===== config.mk =====
export PLATFORM = sky130hd
export DESIGN_NAME = tpat_inserter
export DESIGN_NICKNAME = d
export VERILOG_FILES = /design/src/rtl/tpat_pkg.sv /design/src/rtl/tpat_res_mask.sv /design/src/rtl/tpat_ramp_gen.sv /design/src/rtl/tpat_out_stage.sv /design/src/rtl/tpat_inserter.sv
export SDC_FILE = /design/constraint.sdc
export NUM_CORES = 1
export LEC_CHECK = 0
export BUFFER_PORTS_ARGS = -buffer_cell sky130_fd_sc_hd__clkbuf_2
export CAP_MARGIN = 20
export CORE_ASPECT_RATIO = 0.8
export CORE_UTILIZATION = 40
export DETAILED_ROUTE_END_ITERATION = 16
export PLACE_DENSITY = 0.73
export SKIP_LAST_GASP = 1
export SYNTH_ARGS = -nofsm -noshare
export SYNTH_HDL_FRONTEND = slang
export SYNTH_SLANG_ARGS = --single-unit

===== constraint.sdc =====
create_clock -name clk -period 3.53 [get_ports clk]
set_clock_uncertainty 0.15 [all_clocks]
set_input_delay 0.706 -clock clk [delete_from_list [all_inputs] [get_ports clk]]
set_output_delay 0.706 -clock clk [all_outputs]
set_load 0.005 [all_outputs]

===== src/rtl/tpat_pkg.sv =====
package tpat_pkg;

   localparam int unsigned TP_DW = 18;

   localparam logic [2:0] TP_MODE_PASS  = 3'b000;
   localparam logic [2:0] TP_MODE_RAMP  = 3'b010;
   localparam logic [2:0] TP_MODE_CONST = 3'b011;

   localparam logic [1:0] TP_RES_FULL = 2'b00;
   localparam logic [1:0] TP_RES_MID  = 2'b01;
   localparam logic [1:0] TP_RES_LOW  = 2'b10;

   typedef enum logic [1:0] {
      SRC_SAMPLE = 2'd0,
      SRC_RAMP   = 2'd1,
      SRC_CONST  = 2'd2
   } tp_src_e;

   function automatic tp_src_e tp_decode(input logic [2:0] mode);
      case (mode)
         TP_MODE_RAMP:  return SRC_RAMP;
         TP_MODE_CONST: return SRC_CONST;
         default:       return SRC_SAMPLE;
      endcase
   endfunction

endpackage


===== src/rtl/tpat_res_mask.sv =====
module tpat_res_mask #(
   parameter int unsigned DW     = 18,
   parameter int unsigned W_FULL = 18,
   parameter int unsigned W_MID  = 16,
   parameter int unsigned W_LOW  = 14
) (
   input  logic [1:0]    res_sel_i,
   output logic [DW-1:0] mask_o
);
   import tpat_pkg::*;

   localparam int unsigned LSB_FULL = DW - W_FULL;
   localparam int unsigned LSB_MID  = DW - W_MID;
   localparam int unsigned LSB_LOW  = DW - W_LOW;

   if (W_FULL > DW || W_MID > DW || W_LOW > DW) begin : g_bad_w
      $error("tpat_res_mask: native width exceeds data width");
   end
   if (W_LOW == 0 || W_MID == 0 || W_FULL == 0) begin : g_zero_w
      $error("tpat_res_mask: native width must be non-zero");
   end

   for (genvar i = 0; i < DW; i++) begin : g_bit
      localparam logic KEEP_FULL = (i >= LSB_FULL);
      localparam logic KEEP_MID  = (i >= LSB_MID);
      localparam logic KEEP_LOW  = (i >= LSB_LOW);
      always_comb begin
         case (res_sel_i)
            TP_RES_MID: mask_o[i] = KEEP_MID;
            TP_RES_LOW: mask_o[i] = KEEP_LOW;
            default:    mask_o[i] = KEEP_FULL;
         endcase
      end
   end

endmodule


===== src/rtl/tpat_ramp_gen.sv =====
module tpat_ramp_gen #(
   parameter int unsigned DW = 18
) (
   input  logic          clk,
   input  logic          rst_n,
   input  logic          ramp_sel_i,
   input  logic          adv_i,
   input  logic [DW-1:0] step_i,
   output logic [DW-1:0] val_o
);

   if (DW < 2) begin : g_bad_dw
      $error("tpat_ramp_gen: DW must be at least 2");
   end

   logic          ramp_q;
   logic [DW-1:0] acc_q;
   logic [DW-1:0] acc_base;
   logic [DW-1:0] acc_d;

   always_comb begin
      acc_base = (ramp_sel_i && !ramp_q) ? '0 : acc_q;
      acc_d    = acc_q;
      if (ramp_sel_i) begin
         acc_d = adv_i ? (acc_base + step_i) : acc_base;
      end
   end

   always_ff @(posedge clk) begin
      if (!rst_n) begin
         ramp_q <= 1'b0;
         acc_q  <= '0;
      end else begin
         ramp_q <= ramp_sel_i;
         acc_q  <= acc_d;
      end
   end

   assign val_o = acc_base;

endmodule


===== src/rtl/tpat_out_stage.sv =====
module tpat_out_stage #(
   parameter int unsigned DW     = 18,
   parameter int unsigned SIGN_B = DW - 1
) (
   input  logic          clk,
   input  logic          rst_n,
   input  logic          vld_i,
   input  logic [DW-1:0] dat_i,
   input  logic          ob_i,
   output logic          vld_o,
   output logic [DW-1:0] dat_o
);

   if (SIGN_B >= DW) begin : g_bad_sign
      $error("tpat_out_stage: sign bit outside word");
   end

   logic [DW-1:0] flip;
   logic [DW-1:0] fmt_dat;

   for (genvar i = 0; i < DW; i++) begin : g_flip
      if (i == SIGN_B) begin : g_sign
         assign flip[i] = ob_i;
      end else begin : g_plain
         assign flip[i] = 1'b0;
      end
   end

   assign fmt_dat = dat_i ^ flip;

   always_ff @(posedge clk) begin
      if (!rst_n) begin
         vld_o <= 1'b0;
         dat_o <= '0;
      end else begin
         vld_o <= vld_i;
         if (vld_i) begin
            dat_o <= fmt_dat;
         end
      end
   end

endmodule


===== src/rtl/tpat_inserter.sv =====
module tpat_inserter #(
   parameter int unsigned DW     = tpat_pkg::TP_DW,
   parameter int unsigned W_FULL = 18,
   parameter int unsigned W_MID  = 16,
   parameter int unsigned W_LOW  = 14
) (
   input  logic          clk,
   input  logic          rst_n,
   input  logic          smp_vld_i,
   input  logic [DW-1:0] smp_dat_i,
   input  logic [2:0]    mode_i,
   input  logic [DW-1:0] cust_pat_i,
   input  logic [1:0]    res_sel_i,
   input  logic          fmt_ob_i,
   output logic          out_vld_o,
   output logic [DW-1:0] out_dat_o
);
   import tpat_pkg::*;

   if (W_LOW > W_MID || W_MID > W_FULL) begin : g_bad_order
      $error("tpat_inserter: native widths must be ordered low <= mid <= full");
   end

   tp_src_e       src;
   logic [DW-1:0] res_mask;
   logic [DW-1:0] step;
   logic [DW-1:0] ramp_val;
   logic [DW-1:0] sel_dat;

   assign src  = tp_decode(mode_i);
   assign step = cust_pat_i & res_mask;

   tpat_res_mask #(
      .DW(DW), .W_FULL(W_FULL), .W_MID(W_MID), .W_LOW(W_LOW)
   ) u_mask (
      .res_sel_i (res_sel_i),
      .mask_o    (res_mask)
   );

   tpat_ramp_gen #(.DW(DW)) u_ramp (
      .clk        (clk),
      .rst_n      (rst_n),
      .ramp_sel_i (src == SRC_RAMP),
      .adv_i      (smp_vld_i),
      .step_i     (step),
      .val_o      (ramp_val)
   );

   always_comb begin
      case (src)
         SRC_RAMP:  sel_dat = ramp_val & res_mask;
         SRC_CONST: sel_dat = cust_pat_i & res_mask;
         default:   sel_dat = smp_dat_i;
      endcase
   end

   tpat_out_stage #(.DW(DW)) u_out (
      .clk   (clk),
      .rst_n (rst_n),
      .vld_i (smp_vld_i),
      .dat_i (sel_dat),
      .ob_i  (fmt_ob_i),
      .vld_o (out_vld_o),
      .dat_o (out_dat_o)
   );

endmodule


==> results by stage, run 1 <==
Critical path:
- The type of the worst setup path is in2reg.
- On the critical path the largest part of the delay comes from compound AO/OA/AOI/OAI gates.
- Walking the worst path, the cells encountered are clkbuf_2 > nor3b_4 > ha_2 > nand2b_4 > and2_4 > ha_4 > ha_2 > and3b_1 > a41oi_2 > o211ai_2 > a32oi_4 > buf_4 > o21ai_2 > o31a_1 > o21a_1 > o31ai_2.
- For the worst setup path, the data required time is roughly 3.6 ns.
- For the worst setup path, the data arrival time is 3.48 ns.
- STA classifies the critical path startpoint as an input pin.
- The largest incremental delay on the critical path is about 0.32 ns.
- The most used cell along the critical path is sky130_fd_sc_hd__ha_2.
- The cell with the biggest individual delay on the critical path is sky130_fd_sc_hd__a32oi_4.
- STA classifies the critical path endpoint as a register.
- The number of buffers and inverters on the critical path is 2.
- Of all nets on the critical path, the largest fanout is 4.

Detailed routing:
- The detailed-route via count is ~3,000.
- The via density per instance is ~5.8.
- In the final routed layout, each cell accounts on average for 15.9 microns.
- In this run, the number of DRC markers left after iteration 0 of detailed routing was 324.
- The number of nets with antenna violations after detailed routing is 0.
- The first-pass iteration count of the detailed router is 5.
- The number of remaining DRC errors is 0.
- The final layout contains routed wiring with a total length of roughly 8300 microns.

Worst hold path:
- The class of the tightest hold or removal check is reg2reg.

Timing:
- Measured against its own limit, the worst slew margin works out to 0.617.
- The routed design could run at a clock period as short as ~3.4 ns.
- Final hold analysis gives a worst-case slack of around 0.33 ns.
- Setup repair after global routing could not meet its margin everywhere.
- At the pin with the least slew margin, the transition time is approximately 0.57 ns.
- Of the available clock period, the critical path in the final layout requires 0.964.
- The number of hold-slack violations in the final timing report is 0.
- The number of max-slew violations in the final report is 0.
- Setup violations remaining at the end of the flow were counted as 0.
- The maximum clock frequency is roughly 290 MHz.

Logic synthesis:
- The number of flip-flops and latches in the synthesized netlist is 38.
- Summed over all instances, the cell type with the most area after synthesis is sky130_fd_sc_hd__dfxtp_1.
- The synthesized instance count is ~350.
- Synthesis produced a netlist with a net count of between 400 and 500.
- For this run, the number of Yosys warnings is 0.
- Yosys mapped a number of flops with a built-in enable equal to 0.
- The average cell area after synthesis is between 7 and 8 sq um.
- The sequential-to-total area share from yosys stat is 0.274.
- The most instantiated flip-flop cell in the synthesis netlist is sky130_fd_sc_hd__dfxtp_1.
- The area of the mapped netlist is around 0.0028 sq mm.
- Yosys mapped the design onto between 50 and 60 distinct sky130hd cell types.
- In the post-synthesis netlist, the biggest area contributors are sky130_fd_sc_hd__dfxtp_1 (27%), sky130_fd_sc_hd__ha_1 (8.1%), sky130_fd_sc_hd__a22oi_1 (6.8%), sky130_fd_sc_hd__nand2_1 (5.8%), sky130_fd_sc_hd__o21ai_0 (5.8%).
- In the synthesized netlist, the cells that appear most often are sky130_fd_sc_hd__nand2_1 (43), sky130_fd_sc_hd__dfxtp_1 (38), sky130_fd_sc_hd__o21ai_0 (32), sky130_fd_sc_hd__nor2_1 (30), sky130_fd_sc_hd__a22oi_1 (25).
- The share of the synthesized area in the top cell type is 0.274.
- The most frequent cell after synthesis is sky130_fd_sc_hd__nand2_1.
- Of all flip-flops after synthesis, the portion carrying an async set or reset was 0.

Clock network:
- For the worst-skew pair, the clock arrives at the later sink with an insertion delay of about 0.3 ns.
- The CTS H-tree depth is 2.
- For this design, the sink count on the clock tree is 38.
- TritonCTS built the clock tree.
- The post-CTS clock slew at the launch and capture registers of the worst setup and hold paths is approximately 0.090 ns.
- The total CTS buffers is 5.
- The clock passes through at most 2 buffers.
- The clock tree root driver cell is sky130_fd_sc_hd__clkbuf_8.

Global routing:
- Entering global routing, the biggest net connects 36 pins.
- The overflow left after global routing is 0.
- Across every metal layer, demand over resource in global routing totals 0.224.
- The first global-routing pass estimated around 13,000 microns of wire.
- The number of global-route vias before repair was approximately 2,600.
- The initial antenna violation count is 0.

Floorplan:
- The die is 76.5 microns tall.
- Row generation in the floorplan step produced 26 rows.
- For this configuration, the core starts out at a cell density of 0.425.
- The die covers approximately 0.0073 sq mm.
- The die extent in x is roughly 95 microns.
- The core region area is around 0.0065 sq mm.
- The number of I/O pins is 64.

Placement:
- The cell area after placement is roughly 0.0034 sq mm.
- Detailed placement ended at an HPWL of approximately 6000 microns.
- During placement, the flow inserted port buffers numbering 63.
- The global placer's final weighted congestion is between 0.8 and 0.9.

Cells and area:
- The net count of the finished layout is about 500.
- From synthesis to final layout, the design area changed by 30.7%.
- The end-of-flow core utilization is 0.555.
- The layout has 593 filler cells.
- The post-layout instance area is 0.00363 sq mm.
- The repair_antennas step left the layout with diodes totalling 0.
- Of the cells placed in the final design, the portion with a size suffix greater than 1 is 0.300.

Power and ir drop:
- Power spread over the standard cell area amounts to 322 mW/mm^2.
- The static power due to leakage is roughly 1.7 nW.
- The largest vdd supply drop is about 0.00018 V.

Run:
- Max-cap violations in this run came to 0.

Run status:
- The flow ran to the end, and the final reports show no timing, DRC or antenna violations.
==> layer usage <==
metal  GRT usage  up-vias  wire length [microns]
li1            -     1442                      -
met1       0.342     1388                   4150
met2       0.320      153                   3370
met3      0.0319       10                    630
met4      0.0591        0                    100
met5           0        -                      0
==> registers in the layout, summed over array words and instances, names as in the netlist <==
signal / count
u_out.dat_o: 18
u_ramp.acc_q: 18
u_out.vld_o: 1
u_ramp.ramp_q: 1
==> what timing repair did <==
item / CTS / global route
buffers inserted: 0 / 6
hold buffers: 0 / 0
endpoints found under the setup margin: 0 / 4
gates resized for setup: 0 / 11
hold endpoints to repair: 0 / 0
==> worst paths after layout <==
check                   from               end  slack [ns]  cells past startpoint
max                mode_i[2]  u_ramp.acc_q[12]        0.13                     16
min          u_ramp.acc_q[6]   u_ramp.acc_q[6]        0.33                      2
max reg2reg    u_ramp.ramp_q  u_ramp.acc_q[12]        0.51                     14
min reg2reg  u_ramp.acc_q[6]   u_ramp.acc_q[6]        0.33                      2
==> worst register-to-register path: cells and delay by family, from the launching register on <==
kind            cells  cell delay (ns)
compound gates      7             1.29
flops               1             0.46
simple gates        3             0.44
buf+inv             2             0.27
fa+ha+maj           1             0.20
xor+xnor            1             0.15
==> metrics by stage <==
step | instances | worst slack, ns | power (mW) | TNS, ns
floorplan | 349 | -0.0168 | 0.600 | -0.0168
global placement | 506 | -0.122 | 0.692 | -0.248
detailed placement | 506 | -0.184 | 0.697 | -0.678
CTS | 514 | 0.110 | 1.16 | 0
global route | 520 | -0.0393 | 1.21 | -0.0795
finish | 520 | 0.128 | 1.17 | 0
==> placed cells by master, fill, tap and decap left out, drive strengths merged, types with 2 or more instances in the layout <==
master | Yosys | routed
o211ai | 5 | 5
and2 | 21 | 21
a211oi | 2 | 2
a31o | 2 | 2
and3 | 6 | 6
o311ai | 3 | 3
o21a | 2 | 2
inv | 6 | 6
o21ai | 34 | 34
o31ai | 2 | 2
xor2 | 6 | 6
clkbuf | 17 | 69
a221oi | 2 | 2
and3b | 2 | 2
nor2b | 2 | 2
buf | 4 | 37
a21oi | 10 | 10
a32oi | 4 | 4
nand3 | 4 | 4
xnor2 | 9 | 9
bufinv | 0 | 2
a21o | 11 | 11
mux2i | 13 | 13
nand4 | 3 | 3
dfxtp | 38 | 38
nor2 | 30 | 30
a31oi | 2 | 2
o21bai | 3 | 3
nand2 | 43 | 43
nand2b | 5 | 5
nand3b | 2 | 2
a22oi | 25 | 25
ha | 18 | 18
==> layout make-up <==
type	count	area, sq um	share of cell area
inverters	7	26.3	0.00724
well taps	84	105	0.0290
clock inverters	2	60.1	0.0166
repair buffers	100	597	0.164
clock buffers	6	82.6	0.0228
flip-flops and latches	38	761	0.210
multi-input cells	283	2000	0.550
==> power by group <==
part	internal (mW)	leakage, nW	switching, mW
sequential	0.447	0.310	0.0115
clock	0.302	0.0714	0.169
combinational	0.111	1.32	0.130
total	0.859	1.70	0.310
==> cell families (layout without fill, tap and decap cells) <==
group                      Yosys count  in the layout  share of synthesized area
buffers and inverters               28            115                     0.0397
DFF                                 38             38                      0.274
muxes                               13             13                     0.0469
and+or+nand+nor                    121            121                      0.212
xor gates and xnor gates            15             15                     0.0473
AOI/OAI and AO/OA                  115            115                      0.295
adders and majority gates           19             19                     0.0852
(Power assumes the default switching activity.)
==> run 2: changes to the inputs <==
--- a/config.mk
+++ b/config.mk
@@ -5,12 +5,13 @@
 export SDC_FILE = /design/constraint.sdc
 export NUM_CORES = 1
 export LEC_CHECK = 0
+export ABC_AREA = 1
 export BUFFER_PORTS_ARGS = -buffer_cell sky130_fd_sc_hd__clkbuf_2
 export CAP_MARGIN = 20
 export CORE_ASPECT_RATIO = 0.8
 export CORE_UTILIZATION = 40
 export DETAILED_ROUTE_END_ITERATION = 16
-export PLACE_DENSITY = 0.73
+export PLACE_DENSITY = 0.72
 export SKIP_LAST_GASP = 1
 export SYNTH_ARGS = -nofsm -noshare
 export SYNTH_HDL_FRONTEND = slang
==> run 2 against run 1 <==
Effect of this change:
- combinational power is 13% higher
- die area is 9.1% higher
- hold slack worse by 0.0018 ns
- setup slack better by 0.13 ns
- sequential cell count stayed put
- maximum frequency is 4.1% higher
- clock power is 4% lower
- first-iteration DRC count is 30% lower
- area after synthesis is 9.3% higher
- sequential power is 1% higher
- highest routed layer unchanged
==> results by stage, run 2 <==
Critical path:
- The endpoint type of the worst setup path is a register.
- The number of buffers and inverters on the critical path is 4.
- The setup path with the least slack is of type in2reg.
- The top fanout value on the critical path is 7.
- For the worst setup path, the data arrival time is 3.28 ns.
- The startpoint of the worst register-to-register path is u_ramp.ramp_q.
- The launching instance or port of the critical path is mode_i[0].
- The type of element launching the critical path is an input pin.
- Across all register-to-register paths, the minimum setup slack is roughly 0.9 ns.
- The critical path goes through clkbuf_2 > inv_1 > nor3_2 > inv_1 > ha_1 > nand2_4 > clkinvlp_4 > nor2_1 > ha_1 > a21o_1 > a21oi_1 > nor2_1 > nor3_2 > nand3_1 > nand2_1 > nand3_1 > nand2_1 > a21oi_1.
- Broken down by cell family, the worst path's largest delay share belongs to simple AND/OR/NAND/NOR gates.
- STA puts the critical path data required time at approximately 3.5 ns.
- For this run, the slowest stage of the critical path takes about 0.32 ns.
- The largest individual stage delay along the critical path comes from the cell sky130_fd_sc_hd__ha_1.

Clock network:
- The number of setup buffers added after CTS is 0.
- The CTS H-tree depth is 2.
- The longest clock path from root to sink contains 2 buffers.
- The total clock sinks is 38.
- The hold buffer count at CTS is 0.
- Buffers inserted during clock tree synthesis total 5.
- Post-CTS repair changed the size of 0 cells.
- CTS placed an instance of sky130_fd_sc_hd__clkbuf_8 at the clock tree root.
- The clock tree from TritonCTS is built.
- The post-CTS clock slew at the launch and capture registers of the worst setup and hold paths is 0.08 ns.
- The latest clock arrival within the worst-skew pair is around 0.29 ns.

Logic synthesis:
- Counting instances in the post-synthesis netlist gives the leading cell types as sky130_fd_sc_hd__nand2_1 (159), sky130_fd_sc_hd__a21oi_1 (61), sky130_fd_sc_hd__inv_1 (60), sky130_fd_sc_hd__nor2_1 (40), sky130_fd_sc_hd__dfxtp_1 (38).
- The number of distinct library cell variants in the gate-level netlist after synthesis is 33.
- The share of the Yosys chip area taken by registers is 0.251.
- In this run, synthesis produced a sequential element count of 38.
- Of all cell types, the one taking the most synthesized area is sky130_fd_sc_hd__dfxtp_1.
- After synthesis the cells add up to 0.00304 sq mm.
- Of the post-synthesis cell area, the dominant cell type holds 0.251.
- By area the synthesized netlist is led by sky130_fd_sc_hd__dfxtp_1 (25%), sky130_fd_sc_hd__nand2_1 (20%), sky130_fd_sc_hd__a21oi_1 (10%), sky130_fd_sc_hd__ha_1 (7.4%), sky130_fd_sc_hd__inv_1 (7.4%).
- The most used flip-flop cell after synthesis is sky130_fd_sc_hd__dfxtp_1.
- A synthesized cell averages approximately 6 sq um.
- Of all flip-flops after synthesis, the portion carrying an async set or reset was 0.
- The number of enable flip-flop cells after synthesis is 0.
- The synthesized instance count is around 510.
- Counting every net in the synthesized netlist gives 572.
- The most frequent cell after synthesis is sky130_fd_sc_hd__nand2_1.
- The number of warnings issued by yosys is 0.

Cells and area:
- The leading cell type in the layout, fill and taps excluded is sky130_fd_sc_hd__nand2_1.
- Registers take between 700 and 800 sq um.
- After filler insertion, the fill cell instance count of the layout stands at 796.
- For this run, the post-layout net count is 635.
- The area growth from synthesis to layout is 20.1%.
- The post-layout instance area is between 0.003 and 0.004 sq mm.
- In the final layout, the share of cells above drive strength 1 is 0.197.
- The number of antenna diodes in the final layout is 0.
- The library cells used most frequently in the layout, excluding fill and tap cells, are sky130_fd_sc_hd__nand2_1 (159), sky130_fd_sc_hd__clkbuf_2 (63), sky130_fd_sc_hd__a21oi_1 (61).
- The largest registers in the layout are u_out.dat_o x18, u_ramp.acc_q x18.
- In the final layout, the multi-input gates occupy 0.00199 sq mm.

Power and ir drop:
- Summed over all nets, the switching power comes to between 0.3 and 0.4 mW.
- The share of total power dissipated in combinational logic is 0.228.
- Of the total power, the share spent switching nets is 0.295.
- The internal power is 0.836 mW.
- Power spread over the standard cell area amounts to approximately 330 mW/mm^2.
- The part of the total power dissipated in the clock network is 0.381.
- The part of the power in registers is 0.391.
- The static power due to leakage is about 1.9 nW.
- VDD sags by at most between 0.0002 and 0.00025 V.

Worst hold path:
- The class of the tightest hold or removal check is reg2reg.
- The startpoint identified for the worst hold timing path is u_ramp.acc_q[13].

Placement:
- The detailed-placement wirelength estimate is approximately 7000 microns.
- The setup slack after placement is -0.175 ns.
- Routability-driven placement finished with a final weighted congestion of between 0.9 and 1.
- Summing all placed instances gives a cell area of around 0.0035 sq mm.
- Input and output buffers added on the ports amount to 63.

Timing:
- The share of the clock period used by the worst path after layout is 0.926.
- The normalized max-slew margin is 0.525.
- The tightest hold path in the finished design has a slack of between 0.3 and 0.4 ns.
- Setup repair after global routing left no endpoint under its margin.
- Setup violations remaining at the end of the flow were counted as 0.
- The number of max-slew violations in the final report is 0.
- For the pin with the worst max-slew slack, the measured transition is between 0.7 and 0.8 ns.
- Counting I/O delays and the setup requirement, the final critical path takes about 3.3 ns.
- The number of hold-slack violations in the final timing report came to 0.
- The maximum clock frequency is slightly above 300 MHz.
- The final setup slack of the worst path is approximately 0.26 ns.

Run status:
- The flow ran to the end, and the final reports show no timing, DRC or antenna violations.

Global routing:
- The first global-routing pass estimated roughly 15,000 microns of wire.
- Entering global routing, the biggest net connects 24 pins.
- The total overflow left after global routing is 0.
- The number of global-route vias before repair came to about 3,100.
- The initial antenna violation count is 0.
- Across every metal layer, demand over resource in global routing totals 0.236.

Floorplan:
- The die covers just under 0.008 sq mm.
- The number of I/O pins is between 60 and 70.
- The initial utilization of the core area, before any placement, comes to 0.413.
- Measured along the x axis, the die boundary spans 99.4 microns.
- The core region area is 0.00736 sq mm.
- The chip height is between 70 and 80 microns.
- The initialized floorplan defines 28 standard-cell rows.

Detailed routing:
- The total routed wire length on the met1 layer is 4170 microns.
- The detailed-route via count is 3,514.
- The highest routed metal layer is met4.
- The starting DRC count in detailed routing is approximately 230.
- In the final routed layout, each cell accounts on average for 13.9 microns.
- The amount of wire on met3 after detailed routing is ~600 microns.
- The final wirelength is a little over 9000 microns.
- For this run, design rule violations remaining after detail routing come to 0.
- Once detail routing completed, the nets flagged for antenna violations numbered 0.
- The via density per instance is about 5.3.
- For this run, the detailed router's first-pass iteration total came to 5.
- The routed length on met2 is between 4000 and 5000 microns.

Run:
- The tool flagged a number of max-cap violations equal to 0.
run 2: cell types whose count changed after synthesis, moves of 13 or more:
cell                      previous run  this run
sky130_fd_sc_hd__a22oi_1            25         0
sky130_fd_sc_hd__nand3_1             4        28
sky130_fd_sc_hd__and2_1             21         0
sky130_fd_sc_hd__a21oi_1            10        61
sky130_fd_sc_hd__mux2i_1            13         0
sky130_fd_sc_hd__inv_1               6        60
sky130_fd_sc_hd__nand2_1            43       159
run 2: path summary, 6_finish.rpt:
path         depth (start not counted)               end
max                                 18  u_ramp.acc_q[17]
min reg2reg                          2  u_ramp.acc_q[13]
min                                  2  u_ramp.acc_q[13]
max reg2reg                         14  u_ramp.acc_q[17]
run 2: final cells by class:
type,count,share of cell area
repair inverters,1,0.00206
multi-input cells,389,0.545
well taps,90,0.0309
clock buffers,5,0.0189
repair buffers,74,0.109
clock inverters,3,0.0189
flip-flops and latches,38,0.209
inverters,63,0.0662
run 2: kinds of logic (layout without fill, tap and decap cells):
group | count (synthesis) | in the layout | synth area share
AND/OR/NAND/NOR | 253 | 253 | 0.352
flip-flops | 38 | 38 | 0.251
XOR/XNOR | 5 | 5 | 0.0144
AO/OA/AOI/OAI | 113 | 113 | 0.207
buffers and inverters | 82 | 146 | 0.102
adder cells (fa/ha/maj) | 18 | 18 | 0.0742
run 2: worst min-delay path: stages (launching register included):
cell	delay [ns]
sky130_fd_sc_hd__dfxtp_1	0.32
sky130_fd_sc_hd__nand2_1	0.06
sky130_fd_sc_hd__a21oi_1	0.05
run 2: power by group through the flow:
stage          Combinational [mW]  Sequential [mW]  Clock, mW
6_report                    0.271            0.463      0.452
5_1_grt                     0.303            0.466      0.483
3_5_place_dp                0.264            0.473          0
2_1_floorplan               0.167            0.473          0
3_3_place_gp                0.261            0.473          0
4_1_cts                     0.265            0.463      0.461
run 2: metrics by stage:
| stage | cells | util | power (mW) | TNS [ns] |
|---|---|---|---|---|
| 2_1_floorplan | 509 | - | 0.640 | 0 |
| 3_3_place_gp | 654 | 0.472 | 0.733 | -0.103 |
| 3_5_place_dp | 654 | 0.472 | 0.737 | -0.497 |
| 4_1_cts | 662 | 0.491 | 1.19 | 0 |
| 5_1_grt | 663 | 0.496 | 1.25 | 0 |
| 6_report | 663 | 0.496 | 1.19 | 0 |
run 2: metal layers:
layer	vias to the layer above	GRT usage
li1	1773	-
met1	1577	0.306
met2	136	0.397
met3	28	0.0403
met4	0	0.0794
met5	-	0
